--- config.mk ---
export PLATFORM = sky130hd
export DESIGN_NAME = txq_gate_sched
export DESIGN_NICKNAME = d
export VERILOG_FILES = /design/src/rtl/txq_gate_sched.sv
export SDC_FILE = /design/constraint.sdc
export NUM_CORES = 1
export LEC_CHECK = 0
export BUFFER_PORTS_ARGS = -buffer_cell sky130_fd_sc_hd__buf_4
export CORE_UTILIZATION = 44
export DETAILED_ROUTE_END_ITERATION = 7
export PLACE_DENSITY = 0.81
export SETUP_SLACK_MARGIN = 0.1
export SYNTH_ARGS = -nofsm -noshare
export SYNTH_HDL_FRONTEND = slang
export SYNTH_SLANG_ARGS = --single-unit
--- constraint.sdc ---
create_clock -name clk -period 2.95 [get_ports clk]
set_clock_uncertainty 0.05 [all_clocks]
set_input_delay 0 -clock clk [delete_from_list [all_inputs] [get_ports clk]]
set_output_delay 0 -clock clk [all_outputs]
set_load 0.005 [all_outputs]
--- src/rtl/txq_gate_sched.sv ---
module txq_gate_sched #(
  parameter int CNT_W = 4,
  parameter int RT_W  = 8
) (
  input  logic             clk,
  input  logic             rst_n,
  input  logic             cfg_gated,
  input  logic             cfg_hold_self,
  input  logic             cfg_hold_bcn,
  input  logic             cfg_exp_policy,
  input  logic [RT_W-1:0]  cfg_ready_us,
  input  logic             enable_stb,
  input  logic             list_done,
  input  logic             virt_end,
  input  logic             us_tick,
  input  logic             bcn_alert,
  input  logic             q_empty,
  input  logic             bcn_q_empty,
  output logic             frame_ok,
  output logic [CNT_W-1:0] credit,
  output logic             rdy_expired
);
  localparam logic [CNT_W-1:0] CMAX = {CNT_W{1'b1}};
  localparam logic [RT_W-1:0]  RONE = {{(RT_W-1){1'b0}}, 1'b1};

  logic [RT_W-1:0] win_cnt;
  logic            hold, inc, dec, win_open;

  assign hold = cfg_gated & ((cfg_hold_self & q_empty) | (cfg_hold_bcn & bcn_q_empty));
  assign inc  = enable_stb & ~hold;
  assign dec  = list_done | (cfg_exp_policy & (virt_end | rdy_expired));
  assign win_open = (win_cnt != '0);
  assign frame_ok = (credit != '0) & (~cfg_gated | win_open);

  always_ff @(posedge clk) begin
    if (!rst_n) begin
      win_cnt     <= '0;
      rdy_expired <= 1'b0;
    end else begin
      rdy_expired <= ~bcn_alert & us_tick & (win_cnt == RONE);
      if (bcn_alert)
        win_cnt <= cfg_ready_us;
      else if (us_tick && win_open)
        win_cnt <= win_cnt - RONE;
    end
  end

  always_ff @(posedge clk) begin
    if (!rst_n)
      credit <= '0;
    else if (inc && !dec && credit != CMAX)
      credit <= credit + 1'b1;
    else if (dec && !inc && credit != '0)
      credit <= credit - 1'b1;
  end
endmodule

==> results of run 1 <==
## flip-flops by register name, indices dropped and copies added, names as in the netlist
signal	count
rdy_expired	1
credit	4
win_cnt	8
## cell type report
type                       instances  area, sq um  share of cell area
sequential                        13          260               0.206
inverter                           6         22.5              0.0178
tap                               25         31.3              0.0247
clock buffer                       4         26.3              0.0208
multi-input combinational         82          601               0.474
timing repair buffer              39          325               0.257
## worst max-delay path, stage by stage (launching register included)
cell and delay, ns:
dfxtp_1 0.34, inv_1 0.12, ha_1 0.32, nand3_1 0.19
a2111o_1 0.43, nand3_1 0.07, dlygate4sd3_1 0.54
## cell usage in the layout (no fill, tap or decap), types with 2 or more instances in the layout
| master | Yosys | final |
|---|---|---|
| nor4_1 | 2 | 2 |
| nand4_1 | 5 | 5 |
| a21o_1 | 2 | 2 |
| or4_1 | 2 | 2 |
| o21ai_0 | 5 | 5 |
| ha_1 | 5 | 5 |
| and3_1 | 3 | 3 |
| o21ai_1 | 3 | 3 |
| mux2i_1 | 4 | 4 |
| clkbuf_4 | 0 | 3 |
| inv_1 | 6 | 6 |
| xnor2_1 | 2 | 2 |
| buf_4 | 0 | 26 |
| nand2_1 | 11 | 11 |
| dlygate4sd3_1 | 0 | 13 |
| a21oi_1 | 6 | 6 |
| dfxtp_1 | 13 | 13 |
| a31oi_1 | 3 | 3 |
| a211o_1 | 2 | 2 |
| nor2_1 | 3 | 3 |
| nor3_1 | 2 | 2 |
| nand3_1 | 3 | 3 |
| nand2b_1 | 2 | 2 |
## repair_timing
item,4_1_cts,5_1_grt
endpoints found under the hold margin,9,0
hold buffers,13,0
resized for setup,0,0
## cells by family (layout without fill, tap and decap cells)
group / count (synthesis) / count (layout)
AO/OA/AOI/OAI: 30 / 30
buffers and inverters: 8 / 49
AND/OR/NAND/NOR: 39 / 39
XOR/XNOR: 3 / 3
multiplexers: 4 / 4
flip-flops: 13 / 13
adder cells (fa/ha/maj): 6 / 6
## cell usage after synthesis
master     number
dfxtp_1        13
o41ai_1         1
a31oi_1         3
or3b_1          1
clkbuf_1        2
a21oi_1         6
a2111o_1        1
inv_1           6
and3_1          3
nor3_4          1
o21a_1          1
or3b_4          1
xor2_1          1
nor2_1          3
ha_1            5
a211o_1         2
nand4_1         5
nand2_1        11
nand2b_1        2
o31a_1          1
or3_4           1
a211oi_1        1
or2_2           1
xnor2_1         2
o21ai_1         3
nor4_1          2
o311a_1         1
nor3_1          2
a211oi_2        1
a2111oi_4       1
a21o_1          2
a22oi_1         1
o21ai_0         5
nand3_1         3
or4_1           2
mux2i_1         4
fa_1            1
nand3b_1        1
## path summary, 6_finish.rpt
| check | start | to | slack (ns) |
|---|---|---|---|
| worst max-delay path | win_cnt[0]$_SDFFE_PN0P_ | win_cnt[1]$_SDFFE_PN0P_ | 0.84 |
| worst max register to register | win_cnt[0]$_SDFFE_PN0P_ | win_cnt[1]$_SDFFE_PN0P_ | 0.84 |
| worst min register to register | credit[2]$_SDFFE_PN0P_ | credit[2]$_SDFFE_PN0P_ | 0.48 |
| worst min-delay path | cfg_ready_us[0] | win_cnt[0]$_SDFFE_PN0P_ | -0.0004 |
## power groups by stage
stage	clock [W]	sequential, W	combinational (W)
final	0.000114	0.000261	0.000345
after global routing	0.000127	0.000268	0.000384
after CTS	0.000115	0.000261	0.000347
after detailed placement	0	0.000265	0.000331
after global placement	0	0.000260	0.000324
after floorplan	0	0.000258	0.000214
## per-stage QoR
stage          cells  worst slack, ns  total power [W]   util  hold WS (ns)
2_1_floorplan    103             1.09         0.000472      -       0.00135
3_3_place_gp     152             1.05         0.000584  0.616         0.190
3_5_place_dp     152            0.973         0.000597  0.616         0.193
4_1_cts          169            0.866         0.000724  0.703        0.0102
5_1_grt          169            0.770         0.000778  0.703       0.00803
6_report         169            0.844         0.000721  0.703     -0.000438
## layer usage
metal,GRT usage,part of all wire
met5,0,0
met4,0.0857,0.0093
met3,0.0462,0.029
met2,0.408,0.54
met1,0.251,0.42
==> results by group, run 1 <==
CTS
  – Max Root-Sink Buffers: 2
  – Total number of H-tree levels: 1
  – Clock buffer count from CTS: 3
  – Worst-skew pair later-pin latency: 0.28 ns
  – Clock-pin transition on the worst setup and hold timing paths: 0.08 ns
  – Sinks on Clock Net: 13
  – CTS root buf: clkbuf_4
  – Number of post-CTS setup repair buffers: 0
  – TritonCTS clock tree: done

Floorplan
  – Number of cell rows: 15
  – Floorplan core area: 0.00180 sq mm
  – Die W: 47.0 um
  – Effective utilization at floorplan: 0.494
  – Die span in y: 47.0 um
  – I/O Pins: 27
  – Die Outline Area: 0.00221 sq mm

Drt
  – Initial DRT Pass Iterations: 6
  – Routed WL per cell: 12.7 um
  – Count of routing violations after the opening detailed-route iteration: 9
  – Wire length after detailed routing: 2150 um
  – Detailed-route vias per instance: 5.59
  – Via count of the routed design: 945
  – Antenna-violating nets left: 0
  – DRC violations left: 0

STA
  – Min Clock Period, post-route: 2.11 ns
  – Maximum frequency from static timing analysis: 475 MHz
  – Worst Tran Pin Value: 0.428 ns
  – Relative slew margins: 0.706
  – Hold_ws: -0.000438 ns
  – Setup repair after global routing missed its margin: false
  – Max Slew Vio Count: 0
  – Post-route clock period utilization: 0.714
  – Post-route setup TNS: 0 ns
  – Number of failing setup endpoints in the final timing report: 0
  – Hold Violations, Final: 1

Power and ir drop
  – Net Switching: 0.000271 W
  – Pwr dens: 569 mW/mm^2
  – Clk pwr share: 0.158
  – Peak supply drop: 279 uV
  – Part of the power in combinational logic: 0.479
  – Internal power: 0.000449 W
  – Static Leak: 0.559 nW
  – Sequential share of power: 0.363
  – Sw Ratio: 0.376

Final layout
  – Total number of nets in the final design: 172
  – Diodes inserted: 0
  – Relative area change from synthesis to final layout: 42.1%
  – Final design area excluding fillers: 0.00127 sq mm
  – Fraction of final layout cells sized beyond drive strength 1: 0.243
  – Layout fillers: 175

Logic synthesis
  – Fraction of the mapped netlist area in adder cells: 0.0927
  – Syn Std Cell Area: 891 sq um
  – Compound-Gate Fraction of Synth Area: 0.250
  – Yosys Warn Count: 0
  – Post-synthesis cell type count: 38
  – Post-Syn Nets: 130
  – Fraction of the yosys area taken by sequential cells: 0.292
  – Average size of a mapped cell: 8.65 sq um
  – Count of mapped cells out of synthesis: 103
  – Post-synthesis cell type with the largest combined area: dfxtp_1
  – Top post-synthesis cells by area: dfxtp_1, ha_1, nand2_1
  – Multiplexer share of the synthesized area: 0.0449
  – #FFs+latches synth: 13
  – XOR/XNOR Fraction of Synth Area: 0.0295
  – Simple-gate share of the synthesized area: 0.257
  – Synth top area share: 0.292
  – Combinational family with the most area after synthesis: simple AND/OR/NAND/NOR gates

Setup path
  – Arrival time at the worst endpoint: 2.29 ns
  – Critical path startpoint category: flip-flop
  – Worst setup EP type: flip-flop
  – Required time worst endpoint: 3.13 ns
  – Maximum net fanout on the critical path: 5
  – Critical path class: flip-flop to flip-flop
  – Worst-case reg-to-reg path depth: 6

Hold path
  – Worst Hold Depth: 3
  – Worst hold path type: primary input to flip-flop

Placed design
  – Weighted congestion at the end of routability-driven global placement: 0.824
  – DP HPWL: 1540 um
  – Port Buffer Count: 26
  – Cell area after placement: 0.00111 sq mm

Status
  – Violations in the final reports: negative hold slack
  – Outcome: finished with violations

GRT
  – Total overflow reported by the global router: 0
  – Via count of the first global-routing pass: 837
  – First-pass GRT wire length: 3400 um
  – Largest net degree at the start of global routing: 17
  – Antenna violations before repair: 0
  – All-Layer GR Usage: 0.223

Run
  – Max cap viols: 0
Note: power is estimated with default switching activity, not from simulation.
==> run 2, diff against run 1 <==
Clock period 2.95 ns to 2.1 ns, I/O delays scaled along.
==> run 2 against run 1 <==
  * The flow now finishes without violations
  * Design area grew 0.89%
  * Global-route usage shrank 0.33 points
  * Critical path depth is 1 higher
==> results by group, run 2 (same netlist as run 1, synthesis figures left out) <==
Final layout
  – Total number of nets in the final design: 172 (unchanged)
  – Commonest non-fill, non-tap cell in the layout: buf_4
  – Relative area change from synthesis to final layout: 43.4%
  – Top Registers: win_cnt (8), credit (4), rdy_expired (1)
  – Layout fillers: 154 (-12%)
  – Fraction of final layout cells sized beyond drive strength 1: 0.285 (+0.0417)
  – Util after Layout: 0.709 (+0.00625)
  – Diodes inserted: 0 (unchanged)
  – Max FFs per register: 8 (unchanged)
  – Most frequent cells in the layout: buf_4, dlygate4sd3_1, dfxtp_1
  – Register bank with the most flops: win_cnt

CTS
  – Max Root-Sink Buffers: 2 (unchanged)
  – CTS root buf: clkbuf_4
  – Clock buffer count from CTS: 3 (unchanged)
  – Sinks on Clock Net: 13 (unchanged)
  – Total number of H-tree levels: 1 (unchanged)
  – TritonCTS clock tree: done
  – Worst-skew pair later-pin latency: 0.28 ns (about the same)
  – Clock-pin transition on the worst setup and hold timing paths: 0.08 ns (about the same)

Setup path
  – Critical path startpoint category: flip-flop
  – Arrival time at the worst endpoint: 2.01 ns (-0.28 ns)
  – Worst setup EP type: flip-flop
  – Slowest-stage cell, CP: dlygate4sd3_1
  – Maximum net fanout on the critical path: 5 (unchanged)
  – Max stage delay on crit path: 0.55 ns (about the same)
  – Critical path class: flip-flop to flip-flop
  – Critical Path, Cell by Cell: inv_1 > ha_1 > nand2_1 > o31a_1 > nor3_1 > nor2_1 > dlygate4sd3_1
  – Required time worst endpoint: 2.22 ns (-0.91 ns)

STA
  – Number of failing setup endpoints in the final timing report: 0 (unchanged)
  – Worst Tran Pin Value: 0.441 ns (+0.0129 ns)
  – Relative slew margins: 0.698 (-0.00883)
  – Maximum frequency from static timing analysis: 530 MHz (+12%)
  – Hold Violations, Final: 0 (-1)
  – Min Clock Period, post-route: 1.89 ns (-0.218 ns)
  – Post-route clock period utilization: 0.899 (+0.185)
  – Final worst setup slack: 0.212 ns (-0.632 ns)
  – Max Slew Vio Count: 0 (unchanged)
  – Setup repair after global routing missed its margin: false
  – Post-route setup TNS: 0 ns (unchanged)

Drt
  – Via count of the routed design: 930 (-1.6%)
  – Count of routing violations after the opening detailed-route iteration: 6 (-3)
  – DRC violations left: 0 (unchanged)
  – Initial DRT Pass Iterations: 4 (-2)
  – Antenna-violating nets left: 0 (unchanged)
  – Wire length after detailed routing: 2070 um (-3.7%)
  – Detailed-route vias per instance: 5.50 (-1.6%)
  – Routed WL per cell: 12.2 um (-3.7%)

Placed design
  – DP HPWL: 1550 um (+0.60%)
  – Worst setup slack before clock tree synthesis: 0.141 ns (-0.832 ns)
  – Port Buffer Count: 26 (unchanged)
  – Weighted congestion at the end of routability-driven global placement: 0.822 (-0.34%)

Power and ir drop
  – Part of the power in combinational logic: 0.495 (+0.016)
  – Pwr dens: 805 mW/mm^2 (+41%)
  – Peak supply drop: 472 uV (+69%)
  – Clk pwr share: 0.154 (-0.004)
  – Static Leak: 0.561 nW (+0.36%)
  – Internal power: 0.000645 W (+44%)
  – Sequential share of power: 0.351 (-0.012)
  – Net Switching: 0.000383 W (+41%)
  – Sw Ratio: 0.372 (-0.00419)

Hold path
  – Worst hold path type: primary input to flip-flop

Floorplan
  – Number of cell rows: 15 (unchanged)
  – Die W: 47.0 um (unchanged)
  – Die Outline Area: 0.00221 sq mm (unchanged)
  – Die span in y: 47.0 um (unchanged)
  – Effective utilization at floorplan: 0.494 (unchanged)
  – I/O Pins: 27 (unchanged)
  – Floorplan core area: 0.00180 sq mm (unchanged)

GRT
  – Via count of the first global-routing pass: 820 (-2.0%)
  – First-pass GRT wire length: 3350 um (-1.6%)
  – Largest net degree at the start of global routing: 17 (unchanged)
  – Antenna violations before repair: 0 (unchanged)
  – Total overflow reported by the global router: 0 (unchanged)
  – All-Layer GR Usage: 0.219 (-0.00335)

Run
  – Max cap viols: 0 (unchanged)

Status
  – Outcome: complete, no violations
[run 2: path summary, 6_finish.rpt]
path                           start                 endpoint  slack [ns]  depth (start not counted)
max          win_cnt[0]$_SDFFE_PN0P_  win_cnt[4]$_SDFFE_PN0P_        0.21                          7
min                  cfg_ready_us[0]  win_cnt[0]$_SDFFE_PN0P_        0.01                          3
min reg2reg   credit[2]$_SDFFE_PN0P_   credit[2]$_SDFFE_PN0P_        0.45                          2
max reg2reg  win_cnt[0]$_SDFFE_PN0P_  win_cnt[4]$_SDFFE_PN0P_        0.21                          7
[run 2: repair_timing]
action | CTS | global route
resized for setup | 0 | 6
setup endpoints to repair | 0 | 1
hold buffers | 12 | 0
buffers inserted | 0 | 0
endpoints found under the hold margin | 9 | 0
[run 2: stage by stage]
step | cells | total power (W) | area, sq um | hold WS [ns]
global route | 169 | 0.00111 | 1280 | 0.0295
finish | 169 | 0.00103 | 1280 | 0.0103
global placement | 153 | 0.000831 | 1120 | 0.190
floorplan | 103 | 0.000663 | 891 | 0.00135
detailed placement | 153 | 0.000850 | 1120 | 0.199
CTS | 169 | 0.00102 | 1260 | 0.0141
[run 2: per-layer routing]
layer / part of all wire / GRT usage / wire length [um]
met2: 0.50 / 0.378 / 1030
met3: 0.032 / 0.0346 / 67
met5: 0 / 0 / 0
met4: 0.022 / 0.131 / 45
met1: 0.45 / 0.255 / 919
[run 2: layout make-up]
cell class	instances	area (sq um)	area share
sequential	13	263	0.206
inverter	6	22.5	0.0176
clock buffer	4	26.3	0.0206
tap	25	31.3	0.0245
multi-input combinational	82	612	0.479
timing repair buffer	39	323	0.253
[run 2: power by group through the flow]
stage | sequential [W] | combinational [W] | clock, W
after detailed placement | 0.000362 | 0.000488 | 0
after global placement | 0.000355 | 0.000475 | 0
after floorplan | 0.000362 | 0.000300 | 0
after CTS | 0.000356 | 0.000507 | 0.000160
final | 0.000361 | 0.000509 | 0.000158
after global routing | 0.000369 | 0.000574 | 0.000171
[run 2: critical path, delay by kind of cell (launching register included)]
kind / cells / cell delay [ns]
AOI/OAI and AO/OA: 1 / 0.26
adders and majority gates: 1 / 0.16
buffers and inverters: 2 / 0.67
DFF: 1 / 0.33
and+or+nand+nor: 3 / 0.32
==> run 3, diff against run 2 <==
Settings changed: CORE_UTILIZATION 44 to 46, PLACE_DENSITY 0.81 to 0.84.
==> run 3 against run 2 <==
  * Combinational power grew 3%
  * First-iteration DRC count grew to 3.5 times the previous value
  * Cell count grew 3.6%
  * Die area shrank 4.2%
  * Global-route usage grew 1.3 points
  * Sequential share of layout area shrank 1.0 points
  * Largest cell class unchanged
  * Largest power group unchanged
  * Highest routed layer unchanged
==> results by group, run 3 (same netlist as run 1, synthesis figures left out) <==
Power and ir drop
  – Sequential share of power: 0.343 (-0.008)
  – Net Switching: 0.000390 W (+1.9%)
  – Part of the power in combinational logic: 0.503 (+0.008)
  – Peak supply drop: 452 uV (-4.2%)
  – Total chip power: 0.00104 W (+1.3%)
  – Static Leak: 0.580 nW (+3.3%)
  – Sw Ratio: 0.374 (+0.00218)
  – Pwr dens: 780 mW/mm^2 (-3.1%)
  – Internal power: 0.000652 W (+0.97%)
  – Clk pwr share: 0.154 (about the same)

Final layout
  – Max FFs per register: 8 (unchanged)
  – Most frequent cells in the layout: buf_4, dlygate4sd3_1, dfxtp_1
  – Fraction of final layout cells sized beyond drive strength 1: 0.280 (-0.00472)
  – Top Registers: win_cnt (8), credit (4), rdy_expired (1)
  – Diodes inserted: 0 (unchanged)
  – Register bank with the most flops: win_cnt
  – Relative area change from synthesis to final layout: 50.0%
  – Total number of nets in the final design: 178 (+3.5%)
  – Commonest non-fill, non-tap cell in the layout: buf_4

GRT
  – Total overflow reported by the global router: 0 (unchanged)
  – All-Layer GR Usage: 0.232 (+0.0130)
  – Largest net degree at the start of global routing: 17 (unchanged)
  – Via count of the first global-routing pass: 871 (+6.2%)
  – Antenna violations before repair: 0 (unchanged)
  – First-pass GRT wire length: 3440 um (+2.7%)

Drt
  – Via count of the routed design: 993 (+6.8%)
  – Initial DRT Pass Iterations: 4 (unchanged)
  – Count of routing violations after the opening detailed-route iteration: 21 (+15)
  – Routed WL per cell: 12.5 um (+2.6%)
  – Wire length after detailed routing: 2190 um (+6.2%)
  – Antenna-violating nets left: 0 (unchanged)
  – DRC violations left: 0 (unchanged)
  – Detailed-route vias per instance: 5.67 (+3.1%)

Setup path
  – Critical path class: flip-flop to flip-flop
  – Maximum net fanout on the critical path: 4 (-1)
  – Internal reg-to-reg setup slack: 0.21 ns (about the same)
  – Largest delay share family, worst path: compound AO/OA/AOI/OAI gates
  – Buffer and inverter count on the worst path: 0 (-2)
  – Worst setup EP type: flip-flop
  – Worst-case reg-to-reg path depth: 8 (+1)
  – Cell repeated most along the worst path: a21o_1
  – Critical register-to-register path startpoint: rdy_expired$_SDFF_PN0_
  – Required time worst endpoint: 2.28 ns (+0.06 ns)
  – Critical register-to-register path endpoint: credit[3]$_SDFFE_PN0P_
  – Slowest-stage cell, CP: dfxtp_1
  – Arrival time at the worst endpoint: 2.06 ns (+0.05 ns)
  – Critical path startpoint category: flip-flop
  – Max stage delay on crit path: 0.33 ns (-0.22 ns)
  – Critical Path, Cell by Cell: o21ai_2 > and3_4 > nand2_2 > ha_1 > a21o_1 > a21o_1 > a211o_1 > nand4_1

STA
  – Maximum frequency from static timing analysis: 530 MHz (+0.12%)
  – Hold_ws: 0.00998 ns (-0.000317 ns)
  – Hold Violations, Final: 0 (unchanged)
  – Post-route setup TNS: 0 ns (unchanged)
  – Post-route clock period utilization: 0.898 (-0.00104)
  – Max Slew Vio Count: 0 (unchanged)
  – Setup repair after global routing missed its margin: false
  – Number of failing setup endpoints in the final timing report: 0 (unchanged)
  – Worst Tran Pin Value: 0.427 ns (-0.0138 ns)
  – Min Clock Period, post-route: 1.89 ns (-0.00218 ns)
  – Relative slew margins: 0.707 (+0.00945)

CTS
  – Clock buffer count from CTS: 3 (unchanged)
  – Number of post-CTS setup repair buffers: 0 (unchanged)
  – TritonCTS clock tree: done
  – Sinks on Clock Net: 13 (unchanged)
  – Worst-skew pair later-pin latency: 0.28 ns (about the same)
  – Max Root-Sink Buffers: 2 (unchanged)
  – Total number of H-tree levels: 1 (unchanged)
  – Clock-pin transition on the worst setup and hold timing paths: 0.08 ns (about the same)
  – CTS root buf: clkbuf_4

Run
  – Max cap viols: 0 (unchanged)

Placed design
  – Port Buffer Count: 26 (unchanged)
  – Weighted congestion at the end of routability-driven global placement: 0.830 (+1.0%)
  – DP HPWL: 1540 um (-0.38%)

Floorplan
  – Effective utilization at floorplan: 0.505 (+0.0105)
  – Die span in y: 46.0 um (-2.1%)
  – Floorplan core area: 0.00176 sq mm (-2.1%)
  – I/O Pins: 27 (unchanged)
  – Number of cell rows: 15 (unchanged)
  – Die W: 46.0 um (-2.1%)
  – Die Outline Area: 0.00212 sq mm (-4.2%)

Hold path
  – Startpoint of the lowest-slack hold path: cfg_ready_us[0]
  – Worst Hold Endpoint: win_cnt[0]$_SDFFE_PN0P_
  – Worst hold path type: primary input to flip-flop
  – Worst Hold Depth: 3 (unchanged)

Status
  – Outcome: complete, no violations
[run 3: changes by cell type in the layout (fill, tap and decap cells not counted), sizes merged]
| cell | previous run | this run |
|---|---|---|
| dlygate4sd3 | 12 | 18 |
[run 3: timing repair]
| action | 4_1_cts | 5_1_grt |
|---|---|---|
| hold buffers | 18 | 0 |
| resized for setup | 1 | 5 |
| endpoints found under the hold margin | 9 | 0 |
| setup endpoints to repair | 1 | 2 |
[run 3: per-stage QoR]
step / area [sq um] / utilization / cells / setup slack (ns)
4_1_cts: 1330 / 0.751 / 175 / 0.147
6_report: 1340 / 0.757 / 175 / 0.215
2_1_floorplan: 891 / - / 103 / 0.240
3_3_place_gp: 1120 / 0.633 / 153 / 0.212
3_5_place_dp: 1120 / 0.633 / 153 / 0.114
5_1_grt: 1340 / 0.757 / 175 / 0.111
[run 3: power groups by stage]
stage | sequential (W) | clock, W | combinational (W)
after floorplan | 0.000362 | 0 | 0.000300
after global placement | 0.000355 | 0 | 0.000474
after detailed placement | 0.000359 | 0 | 0.000486
after CTS | 0.000355 | 0.000165 | 0.000516
after global routing | 0.000365 | 0.000178 | 0.000577
final | 0.000357 | 0.000161 | 0.000524
[run 3: worst max-delay path by stage]
stage                            from                endpoint  cells after the start
2_1_floorplan  credit[0]$_SDFFE_PN0P_  credit[3]$_SDFFE_PN0P_                      8
3_3_place_gp   credit[1]$_SDFFE_PN0P_  credit[3]$_SDFFE_PN0P_                      8
3_5_place_dp   credit[1]$_SDFFE_PN0P_  credit[3]$_SDFFE_PN0P_                      8
4_1_cts        rdy_expired$_SDFF_PN0_  credit[3]$_SDFFE_PN0P_                      8
5_1_grt        rdy_expired$_SDFF_PN0_  credit[3]$_SDFFE_PN0P_                      8
6_report       rdy_expired$_SDFF_PN0_  credit[3]$_SDFFE_PN0P_                      8
[run 3: layout make-up]
class | count | area, sq um
Multi-Input combinational cell | 82 | 612
Fill cell | 153 | 428
Timing Repair Buffer | 45 | 383
Sequential cell | 13 | 262
Tap cell | 25 | 31.3
Clock buffer | 4 | 26.3
Inverter | 6 | 22.5
[run 3: worst reg2reg max path, cell delays in order (launching register included)]
cell	delay (ns)
dfxtp_1	0.33
o21ai_2	0.15
and3_4	0.22
nand2_2	0.09
ha_1	0.29
a21o_1	0.19
a21o_1	0.18
a211o_1	0.26
nand4_1	0.07
[run 3: layer usage]
layer	vias up	global-route usage	part of all wire
li1	490	-	-
met1	455	0.254	0.40
met2	40	0.406	0.52
met3	8	0.0595	0.059
met4	0	0.124	0.014
met5	-	0	0
